**config.mk**
```make
export PLATFORM = sky130hd
export DESIGN_NAME = diffclk_gate_ctrl
export DESIGN_NICKNAME = d
export VERILOG_FILES = /design/src/rtl/dcg_pkg.sv /design/src/rtl/dcg_pin_sync.sv /design/src/rtl/dcg_policy.sv /design/src/rtl/dcg_channel.sv /design/src/rtl/diffclk_gate_ctrl.sv
export SDC_FILE = /design/constraint.sdc
export NUM_CORES = 1
export LEC_CHECK = 0
export ABC_AREA = 1
export CAP_MARGIN = 5
export CORE_MARGIN = 2
export CORE_UTILIZATION = 45
export DETAILED_ROUTE_END_ITERATION = 7
export PLACE_DENSITY = 0.79
export SYNTH_ARGS = -nofsm -noshare
export SYNTH_HDL_FRONTEND = slang
export SYNTH_SLANG_ARGS = --single-unit
```
**constraint.sdc**
```tcl
create_clock -name clk_ref -period 1.3 [get_ports clk_ref]
set_clock_uncertainty 0.05 [all_clocks]
set_input_delay 0.26 -clock clk_ref [delete_from_list [all_inputs] [get_ports clk_ref]]
set_output_delay 0.26 -clock clk_ref [all_outputs]
set_load 0.1 [all_outputs]
```
**src/rtl/dcg_pkg.sv**
```systemverilog
package dcg_pkg;

  typedef enum logic [1:0] {
    CH_HIZ  = 2'd0,
    CH_PARK = 2'd1,
    CH_RUN  = 2'd2
  } ch_state_e;

  localparam int CTRL_RATE_BIT    = 0;
  localparam int CTRL_STOP_HIZ_BIT = 6;
  localparam int CTRL_PD_HIZ_BIT  = 7;

  // Enable pin: active high with strap 0.
  function automatic logic oe_pin_active(logic level, logic strap);
    return level ^ strap;
  endfunction

  // Stop and power-down pins: active low with strap 0.
  function automatic logic low_pin_active(logic level, logic strap);
    return ~level ^ strap;
  endfunction

  // Priority: disable, then power-down, then stop.
  function automatic ch_state_e pick_state(logic en, logic pd, logic pd_hiz,
                                           logic stp, logic stp_hiz);
    if (!en)  return CH_HIZ;
    if (pd)   return pd_hiz ? CH_HIZ : CH_PARK;
    if (stp)  return stp_hiz ? CH_HIZ : CH_PARK;
    return CH_RUN;
  endfunction

endpackage

```
**src/rtl/dcg_pin_sync.sv**
```systemverilog
module dcg_pin_sync #(
  parameter int WIDTH  = 6,
  parameter int STAGES = 2
) (
  input  logic             clk,
  input  logic             rst_n,
  input  logic [WIDTH-1:0] async_in,
  output logic [WIDTH-1:0] sync_out
);

  logic [WIDTH-1:0] stage_q [STAGES];

  generate
    for (genvar s = 0; s < STAGES; s++) begin : g_stage
      always_ff @(posedge clk or negedge rst_n) begin
        if (!rst_n) begin
          stage_q[s] <= '0;
        end else if (s == 0) begin
          stage_q[s] <= async_in;
        end else begin
          stage_q[s] <= stage_q[(s == 0) ? 0 : s - 1];
        end
      end
    end
  endgenerate

  assign sync_out = stage_q[STAGES-1];

endmodule

```
**src/rtl/dcg_policy.sv**
```systemverilog
module dcg_policy
  import dcg_pkg::*;
#(
  parameter int               NUM_CH     = 4,
  parameter logic [NUM_CH*3-1:0] CH_BIT_POS = {3'd6, 3'd5, 3'd2, 3'd1}
) (
  input  logic              strap_q,
  input  logic              ready,
  input  logic [NUM_CH-1:0] oe_sync,
  input  logic              stop_sync,
  input  logic              pd_sync,
  input  logic [7:0]        cfg_ctrl,
  input  logic [7:0]        cfg_oe,
  input  logic [7:0]        cfg_stop_en,
  output ch_state_e         target [NUM_CH],
  output logic              div_req
);

  logic pd_act;
  logic stop_act;

  assign pd_act   = low_pin_active(pd_sync, strap_q);
  assign stop_act = low_pin_active(stop_sync, strap_q);
  assign div_req  = ~cfg_ctrl[CTRL_RATE_BIT];

  generate
    for (genvar i = 0; i < NUM_CH; i++) begin : g_ch
      localparam int POS = int'(CH_BIT_POS[i*3 +: 3]);
      logic en;
      logic stp;
      assign en  = ready && cfg_oe[POS] && oe_pin_active(oe_sync[i], strap_q);
      assign stp = stop_act && cfg_stop_en[POS];
      assign target[i] = pick_state(en, pd_act, cfg_ctrl[CTRL_PD_HIZ_BIT],
                                    stp, cfg_ctrl[CTRL_STOP_HIZ_BIT]);
    end
  endgenerate

endmodule

```
**src/rtl/dcg_channel.sv**
```systemverilog
module dcg_channel
  import dcg_pkg::*;
(
  input  logic      clk,
  input  logic      rst_n,
  input  ch_state_e target,
  input  logic      div_req,
  output logic      run_o,
  output logic      div_o,
  output logic      phase_o,
  output logic      clk_t,
  output logic      clk_c,
  output logic      clk_oe
);

  ch_state_e st_q;
  ch_state_e st_d;
  logic      div_q;
  logic      phase_q;
  logic      safe;

  // Half-rate running channels may only change at the end of a low phase.
  assign safe = (st_q != CH_RUN) || !div_q || !phase_q;
  assign st_d = safe ? target : st_q;

  always_ff @(posedge clk or negedge rst_n) begin
    if (!rst_n) begin
      st_q    <= CH_HIZ;
      div_q   <= 1'b0;
      phase_q <= 1'b1;
    end else begin
      st_q <= st_d;
      if (st_q == CH_RUN && st_d == CH_RUN && div_q) begin
        phase_q <= ~phase_q;
      end else begin
        phase_q <= 1'b1;
      end
      if (st_q != CH_RUN) begin
        div_q <= div_req;
      end
    end
  end

  assign run_o   = (st_q == CH_RUN);
  assign div_o   = div_q;
  assign phase_o = phase_q;
  assign clk_t   = run_o ? (div_q ? phase_q : clk) : 1'b1;
  assign clk_c   = ~clk_t;
  assign clk_oe  = (st_q != CH_HIZ);

endmodule

```
**src/rtl/diffclk_gate_ctrl.sv**
```systemverilog
module diffclk_gate_ctrl
  import dcg_pkg::*;
#(
  parameter int                  NUM_CH      = 4,
  parameter int                  SYNC_STAGES = 2,
  parameter logic [NUM_CH*3-1:0] CH_BIT_POS  = {3'd6, 3'd5, 3'd2, 3'd1}
) (
  input  logic              clk_ref,
  input  logic              rst_n,
  input  logic              strap_inv,
  input  logic [NUM_CH-1:0] pin_oe,
  input  logic              pin_stop,
  input  logic              pin_pwrdn,
  input  logic [7:0]        cfg_ctrl,
  input  logic [7:0]        cfg_oe,
  input  logic [7:0]        cfg_stop_en,
  output logic [NUM_CH-1:0] clk_t,
  output logic [NUM_CH-1:0] clk_c,
  output logic [NUM_CH-1:0] clk_oe
);

  localparam int SYNC_W = NUM_CH + 2;

  logic                   strap_q;
  logic [SYNC_STAGES-1:0] ready_q;
  logic [SYNC_W-1:0]      sync_w;
  ch_state_e              target_w [NUM_CH];
  logic                   div_req_w;
  logic [NUM_CH-1:0]      ch_run_w;
  logic [NUM_CH-1:0]      ch_div_w;
  logic [NUM_CH-1:0]      ch_phase_w;
  logic                   unused_cfg;

  // Strap is sampled while reset is held and frozen afterwards.
  always_ff @(posedge clk_ref) begin
    if (!rst_n) begin
      strap_q <= strap_inv;
    end
  end

  // Channels stay tri-stated until the synchronizer holds real pin values.
  always_ff @(posedge clk_ref or negedge rst_n) begin
    if (!rst_n) begin
      ready_q <= '0;
    end else begin
      ready_q <= {ready_q[SYNC_STAGES-2:0], 1'b1};
    end
  end

  dcg_pin_sync #(
    .WIDTH (SYNC_W),
    .STAGES(SYNC_STAGES)
  ) u_sync (
    .clk     (clk_ref),
    .rst_n   (rst_n),
    .async_in({pin_pwrdn, pin_stop, pin_oe}),
    .sync_out(sync_w)
  );

  dcg_policy #(
    .NUM_CH    (NUM_CH),
    .CH_BIT_POS(CH_BIT_POS)
  ) u_policy (
    .strap_q    (strap_q),
    .ready      (ready_q[SYNC_STAGES-1]),
    .oe_sync    (sync_w[NUM_CH-1:0]),
    .stop_sync  (sync_w[NUM_CH]),
    .pd_sync    (sync_w[NUM_CH+1]),
    .cfg_ctrl   (cfg_ctrl),
    .cfg_oe     (cfg_oe),
    .cfg_stop_en(cfg_stop_en),
    .target     (target_w),
    .div_req    (div_req_w)
  );

  generate
    for (genvar i = 0; i < NUM_CH; i++) begin : g_chan
      dcg_channel u_chan (
        .clk    (clk_ref),
        .rst_n  (rst_n),
        .target (target_w[i]),
        .div_req(div_req_w),
        .run_o  (ch_run_w[i]),
        .div_o  (ch_div_w[i]),
        .phase_o(ch_phase_w[i]),
        .clk_t  (clk_t[i]),
        .clk_c  (clk_c[i]),
        .clk_oe (clk_oe[i])
      );
    end
  endgenerate

  assign unused_cfg = ^{cfg_ctrl, cfg_oe, cfg_stop_en};

endmodule

```
==> flow_metrics.tcl, run 1 <==
set metrics [dict create \
    status "finished, violations left" \
    violations "design-rule violations, negative setup slack" \
    vias 1329 \
    ys_seq_area_share_pct 57.83 \
    cp_slowest_cell "clkbuf_16" \
    crit_top_cell "clkbuf_16" \
    slew_viol_final 0 \
    fin_total_pwr_w 0.004113 \
    clk_latency_ns 0.54 \
    grt_max_degree 31 \
    reg2reg_depth 6 \
    final_cell_mix "30 x nand2_1, 24 x dfrtp_1, 23 x buf_4" \
    combPwrFrac_pct 13.3 \
    leakage_nw 1.220 \
    startpoint "clk_ref" \
    internal_power_w 0.002559 \
    finalSetupViolCount 30 \
    syn_inst 153 \
    seq_power_share_pct 26.1 \
    crit_path_max_fanout 4 \
    end_kind "output pin" \
    gp_congestion 0.7305 \
    hold_path_class "in -> async" \
    synth.yosys.warnings 0 \
    fin_ws_ns -0.7499 \
    grt_pass1_wl_um 5237 \
    cp-endpoint "clk_c[2]" \
    drt_iter0_drc 121 \
    grt_use_total_pct 23.74 \
    overflow 0 \
    p_switching_w 0.001554 \
    vias_per_cell 5.295 \
    clk_pin_slew_ns 0.19 \
    initial_core_util_pct 48.44 \
    areaGrowthSynthToFinish_pct 82.50 \
    synth_area_sq_mm 0.001359 \
    antenna_found_initial 0 \
    startpoint_type "clock port" \
    io_pins 45 \
    power_density_mw_per_mm2 1658 \
    final_util_pct 88.40 \
    reg2reg_from "strap_q" \
    core_area_sq_mm 0.002805 \
    crit_chain "clkbuf_16, buf_8, clkbuf_16, inv_12, nor2_4, nor2_1, nand2_1, buf_6, inv_4, buf_12" \
    fin_nets 252 \
    synth_cell_types 17 \
    critPathArrivalTime_ns 1.74 \
    drt_wl_total_um 4234 \
    reg2reg_to "g_chan[2].u_chan.st_q[0]" \
    io_buffers 31 \
    dieArea_sq_mm 0.003475 \
    critPathBufInv 7 \
    layout_commonest_cell "nand2_1" \
    num_rows 19 \
    synth_nets 186 \
    critPathMaxStageDelay_ns 0.16 \
    hold_viol_final 0 \
    cp.depth 10 \
    r2r_setup_slack_ns -0.15 \
    remaining_drc_errors 1 \
    whs_ns 0.04539 \
    ir_worst_vdd_mv 1.249 \
    grt_pass1_vias 1437 \
    p_sw_share_pct 37.78 \
    synth_area_per_cell_sq_um 8.881 \
    criticalPathCategory "clk -> out" \
    critPathTopFamily "buffers and inverters" \
    drive_gt1_share_pct 52.27 \
    place_hpwl_um 1775 \
    post_drt_wl_per_cell_um 16.87 \
    die_y_um 58.95 \
    dr.pass1.iters 6 \
    clkPwrFrac_pct 60.6 \
    cts_tree "built" \
    ys_seq_elements 31 \
    critPathRequiredTime_ns 0.99 \
    drv_cap 0 \
    ant_nets 0 \
    rsz0062_at_grt "true" \
    die_x_um 58.95 \
    antennaDiodeCount 0 \
]
## worst register-to-register path, delay by kind of cell (launching register included)
kind                   cells  cell delay, ns
AND/OR/NAND/NOR            5            0.58
flip-flops                 1            0.46
buffers and inverters      1            0.16
## metal layers
metal | share of wire, % | routed length, um | track usage, %
met5 | 0 | 0 | 0
met4 | 5.4 | 227 | 34.74
met3 | 7.6 | 322 | 14.07
met2 | 53 | 2229 | 34.44
met1 | 34 | 1454 | 17.59
## power groups by stage
stage / registers [W] / logic [W] / clock network [W]
after global routing: 0.00108 / 0.000579 / 0.00260
after CTS: 0.00107 / 0.000438 / 0.00230
after detailed placement: 0.00108 / 0.000390 / 0.000265
after global placement: 0.00107 / 0.000379 / 0.000265
final: 0.00107 / 0.000549 / 0.00249
after floorplan: 0.00106 / 0.000231 / 0.000292
## registers in the layout, summed over array words and instances (netlist names)
signal	flops
ready_q	2
strap_q	1
g_chan.u_chan.phase_o	4
g_chan.u_chan.div_o	4
u_sync.sync_out	6
g_chan.u_chan.st_q	8
u_sync.stage_q	6
## Yosys cell counts, drive strengths merged
library cell,count,area share (%)
buf,13,7.5
conb,1,0.28
dfrtp,26,48
dfstp,4,7.7
edfxtp,1,2.2
inv,22,6.3
nand2,46,14
nand3,8,2.9
nand3b,1,0.55
nor2,18,5.0
o21a,1,0.55
o21ai,8,2.9
or2,4,1.8
## final cells by class
type	count	area (sq um)
Sequential cell	31	788.3
Inverter	17	68.82
Clock buffer	29	424.2
Fill cell	110	325.3
Tap cell	31	38.79
Timing Repair Buffer	46	461.7
Clock inverter	10	150.1
Multi-Input combinational cell	87	548.0
## timing repair
action	CTS	global route
gates resized for setup	105	51
pin swaps	14	20
buffers inserted	8	11
endpoints found under the setup margin	28	30
hold buffers	0	0
## stage by stage
| stage | TNS [ns] | setup slack [ns] | area (sq um) | cells |
|---|---|---|---|---|
| 2_1_floorplan | -0.7926 | -0.1290 | 1448 | 153 |
| 3_5_place_dp | -7.522 | -1.028 | 1729 | 211 |
| 4_1_cts | -6.403 | -0.7259 | 2245 | 240 |
| 6_report | -7.075 | -0.7499 | 2480 | 251 |
| 5_1_grt | -7.941 | -0.7623 | 2480 | 251 |
| 3_3_place_gp | -7.435 | -1.026 | 1729 | 211 |
## cell families after synthesis
logic type,count (synthesis),share of synthesized area (%)
other cells,1,0.2760
compound gates,9,3.499
simple gates,77,24.68
buf+inv,35,13.72
flops,31,57.83
## worst min-delay path by stage
| stage | slack (ns) | endpoint | depth (start not counted) | startpoint |
|---|---|---|---|---|
| 2_1_floorplan | -0.09 | g_chan[0].u_chan.div_o | 0 | rst_n |
| 3_3_place_gp | 0.28 | u_sync.sync_out[4] | 0 | u_sync.stage_q[10] |
| 3_5_place_dp | 0.29 | u_sync.sync_out[4] | 0 | u_sync.stage_q[10] |
| 4_1_cts | 0.13 | ready_q[0] | 2 | rst_n |
| 5_1_grt | 0.05 | u_sync.stage_q[10] | 1 | pin_stop |
| 6_report | 0.05 | u_sync.stage_q[7] | 2 | rst_n |
Note: power is estimated with default switching activity, not from simulation.
==> run 2: changes to the inputs <==
--- a/config.mk
+++ b/config.mk
@@ -7,10 +7,12 @@
 export LEC_CHECK = 0
 export ABC_AREA = 1
 export CAP_MARGIN = 5
+export CELL_PAD_IN_SITES_DETAIL_PLACEMENT = 0
+export CELL_PAD_IN_SITES_GLOBAL_PLACEMENT = 2
 export CORE_MARGIN = 2
-export CORE_UTILIZATION = 45
+export CORE_UTILIZATION = 26
 export DETAILED_ROUTE_END_ITERATION = 7
-export PLACE_DENSITY = 0.79
+export PLACE_DENSITY_LB_ADDON = 0.1
 export SYNTH_ARGS = -nofsm -noshare
 export SYNTH_HDL_FRONTEND = slang
 export SYNTH_SLANG_ARGS = --single-unit
==> run 2 against run 1 <==
The run ends with negative setup slack left. Largest cell class unchanged. Die area is 67% higher. Highest routed layer unchanged. Clock-buffer cell count is 2 lower. Sequential share of layout area hardly changed.
==> flow_metrics.tcl, run 2 (synthesis gave the netlist of run 1 again) <==
set metrics [dict create \
    hold_path_class "in -> async" \
    num_rows 26 \
    slew_viol_final 0 \
    drt_iter0_drc 22 \
    ctsHoldBuffers 0 \
    die_y_um 76.29 \
    reg2reg_from "strap_q" \
    regMostFlops "g_chan.u_chan.st_q" \
    reg2reg_depth 7 \
    drt_wl_total_um 2813 \
    ant_nets 0 \
    core_area_sq_mm 0.005075 \
    largest_reg_flops 8 \
    drive_gt1_share_pct 48.83 \
    die_x_um 76.29 \
    antennaDiodeCount 0 \
    dieArea_sq_mm 0.005820 \
    fin_ws_ns -0.6689 \
    post_drt_wl_per_cell_um 9.940 \
    cp_slowest_cell "clkbuf_16" \
    areaGrowthSynthToFinish_pct 82.23 \
    drv_cap 0 \
    crit_top_cell "clkbuf_16" \
    power_density_mw_per_mm2 1584 \
    leakage_nw 1.186 \
    rsz0062_at_grt "true" \
    final_util_pct 48.79 \
    gp_congestion 0.6794 \
    antenna_found_initial 0 \
    place_hpwl_um 1884 \
    dr.pass1.iters 4 \
    ir_worst_vdd_mv 0.8227 \
    vias_per_cell 4.025 \
    finalSetupViolCount 28 \
    clk_latency_ns 0.44 \
    fin_nets 245 \
    grt_max_degree 31 \
    overflow 0 \
    layout_commonest_cell "nand2_1" \
    violations "negative setup slack" \
    io_pins 45 \
    grt_pass1_vias 1273 \
    critPathMaxStageDelay_ns 0.16 \
    hold_viol_final 0 \
    remaining_drc_errors 0 \
    r2r_setup_slack_ns -0.06 \
    critPathArrivalTime_ns 1.66 \
    vias 1139 \
    final_cell_mix "30 x nand2_1, 25 x dfrtp_1, 19 x clkdlybuf4s50_1" \
    crit_path_max_fanout 3 \
    critPathRequiredTime_ns 0.99 \
    critPathTopFamily "buffers and inverters" \
    io_buffers 31 \
    grt_pass1_wl_um 5043 \
    clk_pin_slew_ns 0.13 \
    criticalPathCategory "clk -> out" \
    cts_tree "built" \
    grt_use_total_pct 12.49 \
    crit_chain "clkbuf_16, buf_8, clkbuf_16, inv_12, nor2_4, nor2_1, nand2_1, clkbuf_8, inv_4, buf_12" \
    critPathBufInv 7 \
    end_kind "output pin" \
    reg2reg_to "g_chan[1].u_chan.st_q[0]" \
    cp.depth 10 \
    dp_slack_ns -1.033 \
    initial_core_util_pct 26.78 \
    startpoint_type "clock port" \
    status "finished, violations left" \
]
## run 2: per-layer routing
layer	GRT usage (%)	routed length, um	vias up	part of all wire [%]
met3	9.834	185	10	6.6
met1	10.83	1026	528	36
li1	-	-	560	-
met2	15.93	1514	41	54
met5	0	0	-	0
met4	16.00	86	0	3.1
## run 2: layout make-up
| class | instances | area (sq um) |
|---|---|---|
| Tap cell | 70 | 87.58 |
| Clock inverter | 10 | 150.1 |
| Timing Repair Buffer | 41 | 424.2 |
| Fill cell | 497 | 2599 |
| Clock buffer | 27 | 431.7 |
| Sequential cell | 31 | 787.0 |
| Multi-Input combinational cell | 87 | 529.3 |
| Inverter | 17 | 66.31 |
## run 2: stage by stage
| stage | total power (W) | instances | setup TNS, ns | hold WS, ns | area, sq um |
|---|---|---|---|---|---|
| global placement | 0.001729 | 250 | -7.449 | 0.2812 | 1778 |
| floorplan | 0.001588 | 153 | -0.7926 | -0.08559 | 1448 |
| finish | 0.003923 | 283 | -6.242 | 0.1764 | 2476 |
| detailed placement | 0.001737 | 250 | -7.511 | 0.2862 | 1778 |
| global route | 0.004167 | 283 | -7.486 | 0.1733 | 2476 |
| CTS | 0.003858 | 279 | -6.318 | 0.1950 | 2330 |
## run 2: how the worst max path moves through the flow
stage / from / end / slack [ns]
6_report: clk_ref / clk_c[1] / -0.67
5_1_grt: clk_ref / clk_c[1] / -0.72
2_1_floorplan: clk_ref / clk_c[0] / -0.13
3_3_place_gp: clk_ref / clk_c[0] / -1.03
3_5_place_dp: clk_ref / clk_c[0] / -1.03
4_1_cts: clk_ref / clk_c[2] / -0.70
## run 2: what timing repair did
action,CTS,global route
setup buffers,8,4
gates resized for setup,98,38
pin swaps,16,17
setup endpoints to repair,27,29
## run 2: power by group
group	internal, W	leakage (nW)	switching (W)
clock	0.00123	0.318	0.00113
sequential	0.00103	0.371	0.0000424
combinational	0.000233	0.497	0.000256
total	0.00249	1.19	0.00143
==> run 3: changes to the inputs <==
--- a/config.mk
+++ b/config.mk
@@ -6,10 +6,10 @@
 export NUM_CORES = 1
 export LEC_CHECK = 0
 export ABC_AREA = 1
-export CAP_MARGIN = 5
+export CAP_MARGIN = 15
 export CELL_PAD_IN_SITES_DETAIL_PLACEMENT = 0
 export CELL_PAD_IN_SITES_GLOBAL_PLACEMENT = 2
-export CORE_MARGIN = 2
+export CORE_MARGIN = 1.5
 export CORE_UTILIZATION = 26
 export DETAILED_ROUTE_END_ITERATION = 7
 export PLACE_DENSITY_LB_ADDON = 0.1
==> run 3 against run 2 <==
The run still ends with negative setup slack left. Largest power group unchanged. Sequential share of layout area increased by 0.64 points. Sequential cell count unchanged. Setup slack worse by 0.017 ns. Critical path depth unchanged. Via count is 4.8% lower. First-iteration DRC count grew 120%. Wire length decreased by 3.0%. Non-clock buffer count is 1 higher.
==> flow_metrics.tcl, run 3 (synthesis gave the netlist of run 1 again) <==
set metrics [dict create \
    status "finished, violations left" \
    violations "negative setup slack" \
    clk_pin_slew_ns 0.13 \
    reg2reg_depth 9 \
    drt_wl_total_um 2728 \
    finalNonFillerCells 284 \
    finalSetupViolCount 22 \
    design_area_sq_mm 0.002424 \
    fin_ws_ns -0.6862 \
    critPathArrivalTime_ns 1.68 \
    die_x_um 75.29 \
    antenna_found_initial 0 \
    fin_nets 246 \
    startpoint_type "clock port" \
    antennaDiodeCount 0 \
    grt_pass1_vias 1220 \
    critPathRequiredTime_ns 0.99 \
    hold_path_class "in -> async" \
    gp_congestion 0.6837 \
    place_hpwl_um 1829 \
    vias_per_cell 3.817 \
    grt_pass1_wl_um 4464 \
    placed_cell_area_sq_mm 0.001778 \
    areaGrowthSynthToFinish_pct 78.36 \
    ctsHoldBuffers 0 \
    end_kind "output pin" \
    power_density_mw_per_mm2 1637 \
    ant_nets 0 \
    rsz0062_at_grt "true" \
    grt_max_degree 31 \
    io_pins 45 \
    slew_viol_final 0 \
    dp.cells 250 \
    overflow 0 \
    io_buffers 31 \
    clk_latency_ns 0.43 \
    drv_cap 0 \
    vias 1084 \
    n_fill_cell 503 \
    r2r_setup_slack_ns 0.07 \
    whs_ns 0.1739 \
    drt_iter0_drc 49 \
    initial_core_util_pct 26.78 \
    dp_slack_ns -1.032 \
    final_util_pct 47.76 \
    dieArea_sq_mm 0.005669 \
    layout_commonest_cell "nand2_1" \
    seqCellArea_sq_um 785.8 \
    multi_input_area_sq_um 454.2 \
    num_rows 26 \
    dr.pass1.iters 4 \
    final_cell_mix "33 x nand2_1, 26 x dfrtp_1, 19 x clkdlybuf4s50_1, 19 x buf_4, 13 x inv_1" \
    crit_path_max_fanout 3 \
    post_drt_wl_per_cell_um 9.606 \
    reg2reg_from "strap_q" \
    grt_use_total_pct 11.98 \
    ir_worst_vdd_mv 0.9262 \
    drive_gt1_share_pct 43.46 \
    criticalPathCategory "clk -> out" \
    regMostFlops "g_chan.u_chan.st_q" \
    die_y_um 75.29 \
    remaining_drc_errors 0 \
    leakage_nw 1.177 \
    core_area_sq_mm 0.005075 \
    reg2reg_to "g_chan[1].u_chan.st_q[0]" \
    hold_viol_final 0 \
    cts_tree "built" \
    largest_reg_flops 8 \
]
-- run 3: changes by cell type in the layout (fill, tap and decap cells not counted), moves of 3 or more --
cell and delta:
o21ai_2 -3, nand3_2 -4, nor2_4 -3, nand2_1 +3, nand3_1 +4, buf_4 +3
-- run 3: cell type report --
| class | count | area share (%) |
|---|---|---|
| Clock buffer | 27 | 18.69 |
| Clock inverter | 10 | 6.195 |
| Tap cell | 70 | 3.614 |
| Multi-Input combinational cell | 87 | 18.74 |
| Inverter | 17 | 2.839 |
| Sequential cell | 31 | 32.42 |
| Timing Repair Buffer | 42 | 17.50 |
-- run 3: report_power, final --
group | internal [W] | switching, W
clock | 0.00132 | 0.00112
combinational | 0.000228 | 0.000246
sequential | 0.00103 | 0.0000312
-- run 3: repair_timing --
| action | in CTS | in global routing |
|---|---|---|
| gates resized for setup | 100 | 16 |
| buffers inserted | 6 | 7 |
| endpoints found under the setup margin | 27 | 30 |
| pin swaps | 13 | 7 |
-- run 3: metrics by stage --
step,power (W),TNS [ns]
5_1_grt,0.004181,-6.760
4_1_cts,0.003994,-6.443
3_5_place_dp,0.001735,-7.499
6_report,0.003968,-6.120
3_3_place_gp,0.001729,-7.448
2_1_floorplan,0.001588,-0.7926
-- run 3: how the worst max path moves through the flow --
stage             from        to  slack [ns]  cells after the start
6_report       clk_ref  clk_c[2]       -0.69                     10
5_1_grt        clk_ref  clk_c[2]       -0.76                     10
4_1_cts        clk_ref  clk_c[1]       -0.71                     10
3_5_place_dp   clk_ref  clk_c[1]       -1.03                      6
3_3_place_gp   clk_ref  clk_c[1]       -1.03                      6
2_1_floorplan  clk_ref  clk_c[0]       -0.13                      6
-- run 3: layer usage --
| layer | vias up | share of wire [%] | global-route usage [%] |
|---|---|---|---|
| met4 | 0 | 2.2 | 18.06 |
| met5 | - | 0 | 0 |
| met3 | 5 | 6.5 | 7.143 |
| met2 | 34 | 51 | 15.30 |
| met1 | 482 | 40 | 10.71 |
| li1 | 563 | - | - |
-- run 3: worst max-delay path, cell delays in order --
cell and delay [ns]:
clkbuf_16 0.13, clkbuf_16 0.14, clkbuf_16 0.16, inv_12 0.05, nor2_2 0.03, nor2_1 0.07
nand2_1 0.09, clkbuf_8 0.15, inv_4 0.05, buf_12 0.16
